## src/rtl/fuse_guard.sv

```systemverilog
`timescale 1ns/1ps
module fuse_guard #(
  parameter int FUSE_BYTES = 32,
  parameter int NREG = 8,
  localparam int AW = $clog2(FUSE_BYTES)
) (
  input  logic            clk,
  input  logic            rst_n,
  input  logic            req_valid,
  input  logic [2:0]      req_op,
  input  logic [AW-1:0]   req_addr,
  input  logic [7:0]      req_wdata,
  output logic            grant,
  output logic            deny,
  output logic [7:0]      rd_data,
  output logic [NREG-1:0] preload_q
);
  localparam logic [2:0] OP_NOP = 3'd0, OP_PROG = 3'd1, OP_VERIFY = 3'd2,
                         OP_PRELOAD = 3'd3, OP_SIGWR = 3'd4, OP_SIGRD = 3'd5,
                         OP_LOCK = 3'd6, OP_ERASE = 3'd7;

  logic [7:0]  fuse_q [FUSE_BYTES];
  logic [63:0] sig_q;
  logic        lock_q;
  logic [7:0]  rd_next;

  wire guarded = (req_op == OP_VERIFY) || (req_op == OP_PRELOAD);
  wire refuse  = req_valid && lock_q && guarded;
  wire accept  = req_valid && !refuse;
  wire [2:0] sig_sel = req_addr[2:0];

  always_comb begin
    rd_next = '0;
    if (accept) begin
      case (req_op)
        OP_VERIFY: rd_next = fuse_q[req_addr];
        OP_SIGRD:  rd_next = sig_q[sig_sel*8 +: 8];
        default:   rd_next = '0;
      endcase
    end
  end

  always_ff @(posedge clk) begin
    if (!rst_n) begin
      grant     <= 1'b0;
      deny      <= 1'b0;
      rd_data   <= '0;
      preload_q <= '0;
      lock_q    <= 1'b0;
      sig_q     <= '0;
      for (int i = 0; i < FUSE_BYTES; i++) fuse_q[i] <= '0;
    end else begin
      grant   <= accept;
      deny    <= refuse;
      rd_data <= rd_next;
      if (accept) begin
        case (req_op)
          OP_PROG:    fuse_q[req_addr] <= req_wdata;
          OP_PRELOAD: preload_q <= req_wdata[NREG-1:0];
          OP_SIGWR:   sig_q[sig_sel*8 +: 8] <= req_wdata;
          OP_LOCK:    lock_q <= 1'b1;
          OP_ERASE: begin
            lock_q <= 1'b0;
            sig_q  <= '0;
            for (int i = 0; i < FUSE_BYTES; i++) fuse_q[i] <= '0;
          end
          default: ;
        endcase
      end
    end
  end
endmodule


```

## config.mk

```make
export PLATFORM = sky130hd
export DESIGN_NAME = fuse_guard
export DESIGN_NICKNAME = d
export VERILOG_FILES = /design/src/rtl/fuse_guard.sv
export SDC_FILE = /design/constraint.sdc
export NUM_CORES = 1
export LEC_CHECK = 0
export ABC_CLOCK_PERIOD_IN_PS = 8600
export BUFFER_PORTS_ARGS = -buffer_cell sky130_fd_sc_hd__buf_2
export CAP_MARGIN = 20
export CORE_ASPECT_RATIO = 1.2
export CORE_MARGIN = 8
export CORE_UTILIZATION = 60
export DETAILED_ROUTE_END_ITERATION = 6
export PLACE_DENSITY = 0.76
export SYNTH_ARGS = -nofsm -noshare
export SYNTH_HDL_FRONTEND = slang
export SYNTH_SLANG_ARGS = --single-unit
```

## constraint.sdc

```tcl
create_clock -name clk -period 8.6 [get_ports clk]
set_input_delay 0.43 -clock clk [delete_from_list [all_inputs] [get_ports clk]]
set_output_delay 0.43 -clock clk [all_outputs]
set_load 0.03 [all_outputs]
```

[After elaboration in Yosys (flattened, before gate mapping)]
Memories as Yosys holds them, arrays and structs flattened.
Index checks and enable logic that the tools add are counted.
Cells by class
  add/subtract/negate cells: 1
  equality and inequality tests: 7
  shifts and indexed selects: 3
  mux-type cells: 48
  bitwise gates (word level): 32
  reductions and logical operators: 12
Operators with widths (number)
  $mux W8: 33
  $pmux W64 S2: 1
  $bwmux W64: 1
  $shift A8 B34 Y64 const A: 1
  $shiftx A64 B7 Y8: 1
  $shiftx A8 B34 Y64: 1
  $neg A6 Y34: 1
  $or A1 B1 Y1: 32
  $pmux W8 S2: 1
  $eq A3 B3 Y1 const B: 4
  $mux W1: 10
  $reduce_and A2 Y1: 4
  $reduce_or A8 Y1: 1
  $eq A3 B2 Y1 const B: 2
  $mux W5: 1
  $reduce_bool A2 Y1: 2
  $eq A3 B1 Y1 const B: 1
  $logic_and A1 B1 Y1: 3
  $pmux W1 S2: 1
  $logic_not A1 Y1: 1
  $logic_or A1 B1 Y1: 1
Word-level totals
  flip-flop bits (word level): 83
  bits in writable memories: 256
  word-level logic and storage cells: 110
  memories kept: 1
Memory list
  fuse_q: words 32, width 8, read ports 1, clocked after Yosys merged registers in 0, write ports 32, line 22  | logic [7:0] fuse_q [FUSE_BYTES];

[Depth between registers and ports, before layout]
Gate-level depths: netlist of run 1.
  word-level depth: 10
  mapped depth: 14
  mapped depth without buffers: 8

[Worst setup path after synthesis of run 1]
Ideal clock, no wire load.
  path type: input to register
  start: input port req_addr[1]
  end: register sig_q[0]
  arrival time: 3.017 ns
  required time: 8.481 ns
  slack: 5.465 ns
  cell stages on the path: 13
  path buffers: 5
  path through: buf_6 -> buf_4 -> buf_2 -> buf_2 -> inv_1 -> ha_1 -> ha_1 -> buf_2 -> or4b_1 -> nor3_1 -> o21ai_1 -> a22oi_1 -> nor2b_1
Between the ends
  cells in the longest elaborated chain, start to end: 4
  elaborated cells on any way between the ends: 5
  classes of those cells: 1 x add/sub; 2 x shift; 2 x mux
Ends and longest elaborated chain
  start: declaration: line 11  | input logic [AW-1:0] req_addr,
  $neg A6 Y34 *: line 60  | OP_SIGWR: sig_q[sig_sel*8 +: 8] <= req_wdata;
  $shiftx A8 B34 Y64 / $shift A8 B34 Y64 (equally long branches): line 60
  $bwmux W64 *: line 60
  $pmux W64 S2 *: line 57  | case (req_op)
  end signal: indexed assignment: line 60
  end: declaration: line 23  | logic [63:0] sig_q;
Mark *: on every way between the ends. The rest lies on a longest branch, timed or not.
A chain may end at the register's enable or synchronous reset.

==> results.py, run 1 <==
metrics = {
    "floorplan": {
        "die_y_microns": 194.3,
        "die-area_sq_mm": 0.03196,
        "die_w_microns": 164.5,
        "fp-row-count": 65,
        "core_area_sq_mm": 0.02619,
        "start_util": 0.6067,
        "io_pins": 37,
    },
    "synthesis": {
        "synth_compound_area_frac": 0.07426,
        "synth-xor-area-share": 0,
        "yosysWarnings": 0,
        "synthMuxAreaShare": 0.1134,
        "synthArstFlopShare": 0,
        "synth_cell_types": 51,
        "yosys.area_share.simple": 0.1849,
        "syn_avg_cell_area_sq_um": 12.65,
        "synth_top_family_by_area": "simple AND/OR/NAND/NOR gates",
        "yosys.area.top_type_share": 0.4839,
        "syn_inst": 1256,
        "synth_ff_type": "edfxtp_1",
        "synth-edff-count": 256,
        "synth_area_sq_mm": 0.01589,
        "synth_adder_area_share": 0.004725,
        "synth-seq-cells": 339,
        "synth_common_cells": "259 x and2_1, 256 x edfxtp_1, 144 x mux2i_1",
        "yosysMostFrequentCell": "and2_1",
        "yosysTopAreaCell": "edfxtp_1",
        "yosysSeqAreaShare": 0.5884,
        "yosys-top-cells-area": "edfxtp_1 48%, dfxtp_1 10%, and2_1 10%, mux2i_1 9.1%, o22ai_1 2.8%",
        "syn_nets": 1281,
    },
    "sta": {
        "setup-tns-final_ns": 0,
        "setup_ws_ns": 5.297,
        "timing.fmax_ghz": 0.3027,
        "maxSlewViolCount": 0,
        "setup_violations": 0,
        "slew_headroom": 0.2451,
        "rsz0062_at_grt": "no",
        "tightest_slew_ns": 1.121,
        "finalClockSkew_ns": 0.01353,
        "period_needed_ns": 3.303,
        "period_share": 0.3841,
        "hold_violations": 0,
    },
    "grt": {
        "antenna_found_initial": 0,
        "track_usage": 0.2311,
        "grt-ovfl-total": 0,
        "grt_pass1_wl_microns": 56690,
        "grt_pass1_vias": 9660,
        "grt_max_degree": 76,
    },
    "finish": {
        "fin_nets": 1268,
        "area_delta_synth_final_pct": 7.970,
        "fillers": 1943,
        "regArea_sq_mm": 0.009349,
        "multi_input_area_sq_mm": 0.005995,
        "layout-drive-gt1-share": 0.1199,
    },
    "placed_design": {
        "routabilityCongestion": 0.9098,
        "dp_slack_ns": 4.828,
        "dp_hpwl_microns": 23660,
        "io_buffers": 36,
    },
    "hold_path": {
        "hold_start": "req_op[1]",
        "min_to": "deny$_SDFF_PN0_",
        "holdPathStages": 3,
        "min_path_type": "in -> reg",
    },
    "routing": {
        "drc": 0,
        "drt_wl_total_microns": 37160,
        "drtIter0Drc": 1008,
        "first_pass_iters": 5,
        "vias": 9897,
        "avgViaCountPerCell": 6.170,
        "wl_per_cell_microns": 23.17,
        "ant_nets": 0,
    },
    "clocking": {
        "cts_buffer_depth": 3,
        "htreeDepth": 1,
        "clkSinkCount": 339,
        "clk_pin_slew_ns": 0.07,
        "holdBufCountCts": 0,
        "cts_root_buf": "clkbuf_16",
        "clock_latency_ns": 0.57,
        "cts.repair.resized": 0,
        "cts_made_buffers": 31,
        "post_cts_buffers": 0,
        "cts_tree": "yes",
    },
    "pwr": {
        "p_total_mw": 3.522,
        "combPwrFrac": 0.070,
        "ir_worst_vdd_mv": 0.1665,
        "power_density_mw_per_mm2": 205.3,
        "switching_share": 0.2225,
        "p_leak_nw": 6.223,
        "p_int_mw": 2.738,
        "pwr-share-clk": 0.403,
        "seqPwrFrac": 0.528,
        "power_switching_uw": 783.7,
    },
    "worst_setup_path": {
        "required_ns": 8.78,
        "worstSetupEndpointType": "flip-flop",
        "r2r.worst_path.cells": 5,
        "r2r_start": "fuse_q[26][5]$_SDFFCE_PN0P_",
        "cp_data_arrival_time_ns": 3.48,
        "crit_start": "rst_n",
        "critPathMaxFanout": 75,
        "reg2reg_to": "rd_data[5]$_SDFF_PN0_",
        "critPathKind": "in -> reg",
        "critPathLaunchType": "input pin",
        "regToRegSetupSlack_ns": 6.76,
    },
    "run": {
        "maxCapViolations": 0,
    },
    "run_status": {
        "status": "completed",
    },
}
## state kept, by name, summed over array words and instances, names as in the netlist
register	count
grant	1
lock_q	1
sig_q	64
fuse_q	256
rd_data	8
deny	1
preload_q	8
## routing by layer
layer | wire (microns) | vias up | track usage
li1 | - | 4584 | -
met1 | 15320 | 4823 | 0.3131
met2 | 17910 | 404 | 0.3729
met3 | 2581 | 86 | 0.03144
met4 | 1353 | 0 | 0.08322
met5 | 0 | - | 0
## placed cells by master, fill, tap and decap left out, types with 6 or more instances in the layout
master / netlist / layout
a21boi_0: 6 / 6
a22oi_1: 52 / 52
and2_1: 259 / 259
buf_2: 15 / 47
clkbuf_1: 62 / 7
clkbuf_16: 0 / 34
clkbuf_8: 0 / 7
dfxtp_1: 83 / 83
edfxtp_1: 256 / 256
ha_1: 6 / 6
mux2i_1: 144 / 144
mux4_2: 16 / 16
nand2_1: 21 / 21
nand2b_1: 6 / 6
nand4_1: 12 / 12
nor2_1: 29 / 29
nor2_2: 12 / 12
nor2b_1: 66 / 66
nor3_2: 7 / 7
o21ai_0: 28 / 28
o22ai_1: 72 / 72
or4_1: 17 / 17
## critical path, cell delays in order
cell,delay (ns)
buf_2,0.77
nand2_1,0.24
nor3b_2,0.37
nand2_1,0.57
o21ai_0,1.09
## logic make-up after synthesis
group	Yosys count
simple gates	467
buf+inv	106
compound gates	178
mux	160
flops	339
fa+ha+maj	6
## power by group through the flow
| stage | Combinational [mW] | Sequential (mW) | Clock, mW |
|---|---|---|---|
| after detailed placement | 0.238 | 1.89 | 0 |
| after floorplan | 0.166 | 1.89 | 0 |
| after global routing | 0.260 | 1.86 | 1.49 |
| after global placement | 0.234 | 1.89 | 0 |
| after CTS | 0.239 | 1.86 | 1.43 |
| final | 0.246 | 1.86 | 1.42 |
## worst max-delay path by stage
stage / to / slack (ns)
floorplan: sig_q[0]$_SDFFE_PN0P_ / 5.46
global placement: fuse_q[30][3]$_SDFFCE_PN0P_ / 4.89
detailed placement: fuse_q[4][2]$_SDFFCE_PN0P_ / 4.83
CTS: fuse_q[4][7]$_SDFFCE_PN0P_ / 5.41
global route: fuse_q[27][4]$_SDFFCE_PN0P_ / 5.15
finish: fuse_q[4][7]$_SDFFCE_PN0P_ / 5.30
## stage by stage
stage	hold WS, ns	cell area (sq um)	util	instances
floorplan	0.4279	15890	-	1256
global placement	0.4424	16000	0.6110	1530
detailed placement	0.4514	16000	0.6110	1530
CTS	0.1516	17070	0.6520	1588
global route	0.1943	17150	0.6549	1603
finish	0.1879	17150	0.6550	1604
## layout make-up
| type | count | area share |
|---|---|---|
| clock buffers | 47 | 0.05594 |
| inverters | 5 | 0.001094 |
| repair buffers | 55 | 0.01729 |
| flip-flops and latches | 339 | 0.5450 |
| diodes | 1 | 0.0001459 |
| well taps | 335 | 0.02443 |
| clock inverters | 11 | 0.006637 |
| multi-input cells | 811 | 0.3495 |
Power figures use the tool's default switching activity.
==> run 2, diff against run 1 <==
Settings changed: ABC_CLOCK_PERIOD_IN_PS 8600 to 3350.
Clock period 8.6 ns to 3.35 ns, I/O delays scaled along.
==> results.py, run 2 (same netlist as run 1, synthesis figures left out) <==
metrics = {
    "clocking": {
        "cts_buffer_depth": 3,
        "cts_made_buffers": 31,
        "clkSinkCount": 339,
        "cts.repair.resized": 0,
        "clock_latency_ns": 0.57,
        "clk_pin_slew_ns": 0.07,
        "cts_root_buf": "clkbuf_16",
        "cts_tree": "yes",
        "htreeDepth": 1,
    },
    "finish": {
        "max_flop_register": "fuse_q",
        "largest_reg_flops": 256,
        "area_delta_synth_final_pct": 9.616,
        "mostFrequentLayoutCell": "and2_1",
        "fin_nets": 1295,
        "reg_top3": "fuse_q (256), sig_q (64)",
        "stdcell_count": 1630,
        "layout-drive-gt1-share": 0.1359,
        "stdcell_area_sq_mm": 0.01742,
        "fin_util": 0.6650,
        "antenna_cells": 0,
        "final_cell_mix": "259 x and2_1, 256 x edfxtp_1, 144 x mux2i_1, 83 x dfxtp_1, 72 x o22ai_1",
        "fillers": 1916,
    },
    "sta": {
        "finalClockSkew_ns": 0.01227,
        "timing.fmax_ghz": 0.4180,
        "rsz0062_at_grt": "no",
        "hold_violations": 0,
        "holdWs_ns": 0.1747,
        "setup_violations": 0,
        "tightest_slew_ns": 1.113,
        "setup_ws_ns": 0.9577,
        "period_needed_ns": 2.392,
        "setup-tns-final_ns": 0,
        "maxSlewViolCount": 0,
        "period_share": 0.7141,
        "slew_headroom": 0.2501,
    },
    "placed_design": {
        "postPlaceCellArea_sq_mm": 0.01621,
        "io_buffers": 36,
        "dp_slack_ns": 0.7610,
        "dp.cells": 1556,
        "routabilityCongestion": 0.9251,
        "dp_hpwl_microns": 25370,
    },
    "floorplan": {
        "die_w_microns": 164.5,
        "fp-row-count": 65,
        "die-area_sq_mm": 0.03196,
        "io_pins": 37,
        "start_util": 0.6067,
        "die_y_microns": 194.3,
        "core_area_sq_mm": 0.02619,
    },
    "routing": {
        "drt_wl_total_microns": 39100,
        "first_pass_iters": 5,
        "met3_wirelength_microns": 2970,
        "vias": 10189,
        "avgViaCountPerCell": 6.251,
        "ant_nets": 0,
        "top_layer": "met4",
        "drtIter0Drc": 961,
        "wl_per_cell_microns": 23.99,
        "met1_length_microns": 15420,
        "wl_met2_microns": 19190,
        "drc": 0,
    },
    "grt": {
        "grt_max_degree": 75,
        "grt-ovfl-total": 0,
        "antenna_found_initial": 0,
        "grt_pass1_vias": 10025,
        "track_usage": 0.2443,
        "grt_pass1_wl_microns": 59690,
    },
    "worst_setup_path": {
        "critPathLaunchType": "input pin",
        "crit_start": "req_valid",
        "cp_data_arrival_time_ns": 2.57,
        "r2r.worst_path.cells": 5,
        "critPathKind": "in -> reg",
        "critPathMaxFanout": 15,
        "required_ns": 3.53,
        "worstSetupEndpointType": "flip-flop",
        "r2r_start": "fuse_q[18][3]$_SDFFCE_PN0P_",
    },
    "pwr": {
        "pwr-share-clk": 0.408,
        "seqPwrFrac": 0.521,
        "combPwrFrac": 0.071,
        "p_int_mw": 7.094,
        "p_leak_nw": 6.373,
        "power_density_mw_per_mm2": 525.2,
        "power_switching_mw": 2.054,
        "p_total_mw": 9.147,
        "switching_share": 0.2245,
        "ir_worst_vdd_mv": 0.5574,
    },
    "hold_path": {
        "hold_start": "req_op[0]",
        "min_path_type": "in -> reg",
        "holdPathStages": 4,
    },
    "run_status": {
        "status": "completed",
    },
    "run": {
        "maxCapViolations": 0,
    },
}
==> run 2: path summary, 6_finish.rpt <==
check	end	slack, ns
worst min register to register	sig_q[37]$_SDFFE_PN0P_	0.46
worst min-delay path	lock_q$_SDFFE_PN0P_	0.17
worst max-delay path	fuse_q[0][6]$_SDFFCE_PN0P_	0.96
worst max register to register	rd_data[3]$_SDFF_PN0_	1.56
==> run 2: final cells by class <==
class,instances,area [sq um],share of cell area
well taps,335,419.2,0.02407
multi-input cells,811,5995,0.3442
clock inverters,19,203.9,0.01171
clock buffers,39,883.3,0.05072
inverters,5,18.77,0.001078
repair buffers,82,546.8,0.03140
flip-flops and latches,339,9349,0.5368
==> run 2: worst max-delay path, stage by stage <==
cell and delay [ns]:
dlygate4sd3_1 0.52, buf_2 0.17, nand2_1 0.12, nor3b_2 0.35
nand2_1 0.11, buf_4 0.23, o21ai_0 0.89
==> run 2: power groups by stage <==
stage	Combinational (mW)	Sequential [mW]	Clock, mW
after CTS	0.639	4.77	3.75
after floorplan	0.426	4.84	0
after detailed placement	0.631	4.86	0
final	0.652	4.76	3.73
after global placement	0.619	4.85	0
after global routing	0.690	4.78	3.92
==> run 2: timing repair <==
action	in CTS	in global routing
setup buffers	0	0
hold buffers	7	0
hold endpoints to repair	3	0
==> run 2: routing by layer <==
metal | vias to the layer above | global-route usage
met5 | - | 0
li1 | 4646 | -
met4 | 0 | 0.1006
met2 | 413 | 0.3980
met3 | 80 | 0.03951
met1 | 5050 | 0.3184
==> run 3, diff against run 2 <==
Settings changed: ABC_CLOCK_PERIOD_IN_PS 3350 to 2200, CORE_UTILIZATION 60 to 57.
Clock period 3.35 ns to 2.2 ns, I/O delays scaled along.
==> results.py, run 3 (same netlist as run 1, synthesis figures left out) <==
metrics = {
    "finish": {
        "final_cell_mix": "259 x and2_1, 256 x edfxtp_1, 144 x mux2i_1, 83 x dfxtp_1, 72 x o22ai_1",
        "largest_reg_flops": 256,
        "fin_util": 0.6442,
        "antenna_cells": 0,
        "area_delta_synth_final_pct": 12.17,
        "fin_nets": 1334,
        "mostFrequentLayoutCell": "and2_1",
        "layout-drive-gt1-share": 0.1629,
        "reg_top3": "fuse_q (256), sig_q (64)",
        "max_flop_register": "fuse_q",
        "stdcell_count": 1677,
    },
    "worst_setup_path": {
        "critical_path.cell_chain": "dlygate4sd3_1, buf_2, nand2_1, nor3b_2, nand2_1, buf_4, nor2_1, and2_1",
        "cp_slowest_cell": "dlygate4sd3_1",
        "critical_path.max_stage_delay_ns": 0.51,
        "critPathTopFamily": "simple AND/OR/NAND/NOR gates",
        "critPathKind": "in -> reg",
        "worst-path-buf-inv": 3,
        "critPathLaunchType": "input pin",
        "critPathMaxFanout": 14,
        "required_ns": 2.58,
        "worstSetupEndpointType": "flip-flop",
        "worst_path_most_repeated_cell": "nand2_1",
        "cp_data_arrival_time_ns": 2.34,
    },
    "sta": {
        "period_needed_ns": 1.962,
        "maxSlewViolCount": 0,
        "timing.fmax_ghz": 0.5096,
        "finalClockSkew_ns": 0.02549,
        "tightest_slew_ns": 0.8985,
        "setup-tns-final_ns": 0,
        "period_share": 0.8919,
        "setup_violations": 0,
        "rsz0062_at_grt": "no",
        "hold_violations": 0,
        "slew_headroom": 0.4010,
    },
    "routing": {
        "ant_nets": 0,
        "wl_per_cell_microns": 23.22,
        "first_pass_iters": 5,
        "drc": 0,
        "wl_met2_microns": 19500,
        "drt_wl_total_microns": 38940,
        "vias": 10338,
        "met3_wirelength_microns": 2767,
        "drtIter0Drc": 884,
        "top_layer": "met5",
        "met1_length_microns": 15360,
        "avgViaCountPerCell": 6.165,
    },
    "grt": {
        "grt-ovfl-total": 0,
        "grt_pass1_vias": 10516,
        "antenna_found_initial": 2,
        "track_usage": 0.2368,
        "grt_max_degree": 75,
        "grt_pass1_wl_microns": 60910,
    },
    "run": {
        "maxCapViolations": 0,
    },
    "floorplan": {
        "die-area_sq_mm": 0.03349,
        "fp-row-count": 67,
        "start_util": 0.5743,
        "core_area_sq_mm": 0.02766,
        "die_y_microns": 198.9,
        "die_w_microns": 168.4,
        "io_pins": 37,
    },
    "placed_design": {
        "io_buffers": 36,
        "routabilityCongestion": 0.9423,
        "dp_hpwl_microns": 26570,
        "dp.cells": 1614,
    },
    "clocking": {
        "clock_latency_ns": 0.53,
        "cts_tree": "yes",
        "htreeDepth": 2,
        "clk_pin_slew_ns": 0.06,
        "cts.repair.resized": 0,
        "cts_buffer_depth": 3,
        "cts_made_buffers": 34,
        "cts_root_buf": "clkbuf_16",
        "clkSinkCount": 339,
    },
    "pwr": {
        "p_total_mw": 13.87,
        "ir_worst_vdd_mv": 0.6641,
        "p_leak_nw": 6.562,
        "power_density_mw_per_mm2": 778.1,
    },
    "hold_path": {
        "min_path_type": "in -> reg",
    },
    "run_status": {
        "status": "completed",
    },
}
[run 3: changes by cell type in the layout (fill, tap and decap cells not counted), sizes merged]
cell,before,now
clkbuf,44,41
clkinvlp,1,4
inv,8,7
bufinv,4,2
dlygate4sd3,7,4
buf,70,113
[run 3: path summary, 6_finish.rpt]
check	start	endpoint	cells after the start	slack, ns
worst min register to register	sig_q[39]$_SDFFE_PN0P_	sig_q[39]$_SDFFE_PN0P_	2	0.46
worst min-delay path	req_op[1]	grant$_SDFF_PN0_	3	0.02
worst max register to register	fuse_q[19][7]$_SDFFCE_PN0P_	rd_data[7]$_SDFF_PN0_	5	0.41
worst max-delay path	req_valid	fuse_q[22][2]$_SDFFCE_PN0P_	8	0.24
[run 3: stage by stage]
stage | setup WS [ns] | instance area [sq um] | hold WS, ns
after global routing | 0.1655 | 17820 | 0.04378
after global placement | 0.09101 | 16730 | 0.4300
after floorplan | -0.1636 | 15970 | 0.2930
after CTS | 0.2801 | 17820 | 0.003497
final | 0.2377 | 17820 | 0.01789
after detailed placement | 0.04734 | 16730 | 0.4307
[run 3: layer usage]
layer,GRT usage,up-vias
li1,-,4719
met1,0.2942,5118
met2,0.4134,415
met3,0.04030,82
met4,0.08179,4
met5,0,-
[run 3: what timing repair did]
item	4_1_cts	5_1_grt
setup buffers	0	0
endpoints found under the hold margin	3	0
hold buffers	4	0
[run 3: cell type report]
class | instances | area [sq um]
fill | 2059 | 9843
sequential | 339 | 9349
multi-input combinational | 811 | 6028
timing repair buffer | 118 | 939.7
clock buffer | 40 | 884.6
tap | 345 | 431.7
clock inverter | 19 | 166.4
inverter | 5 | 21.27
[run 3: worst min-delay path, cell delays in order]
cell and delay [ns]:
buf_2 0.09, buf_4 0.15, a31oi_1 0.12
[run 3: power breakdown]
part | switching (mW) | internal [mW]
logic | 0.699 | 0.388
registers | 0.0881 | 7.17
clock network | 2.40 | 3.13
total | 3.18 | 10.7
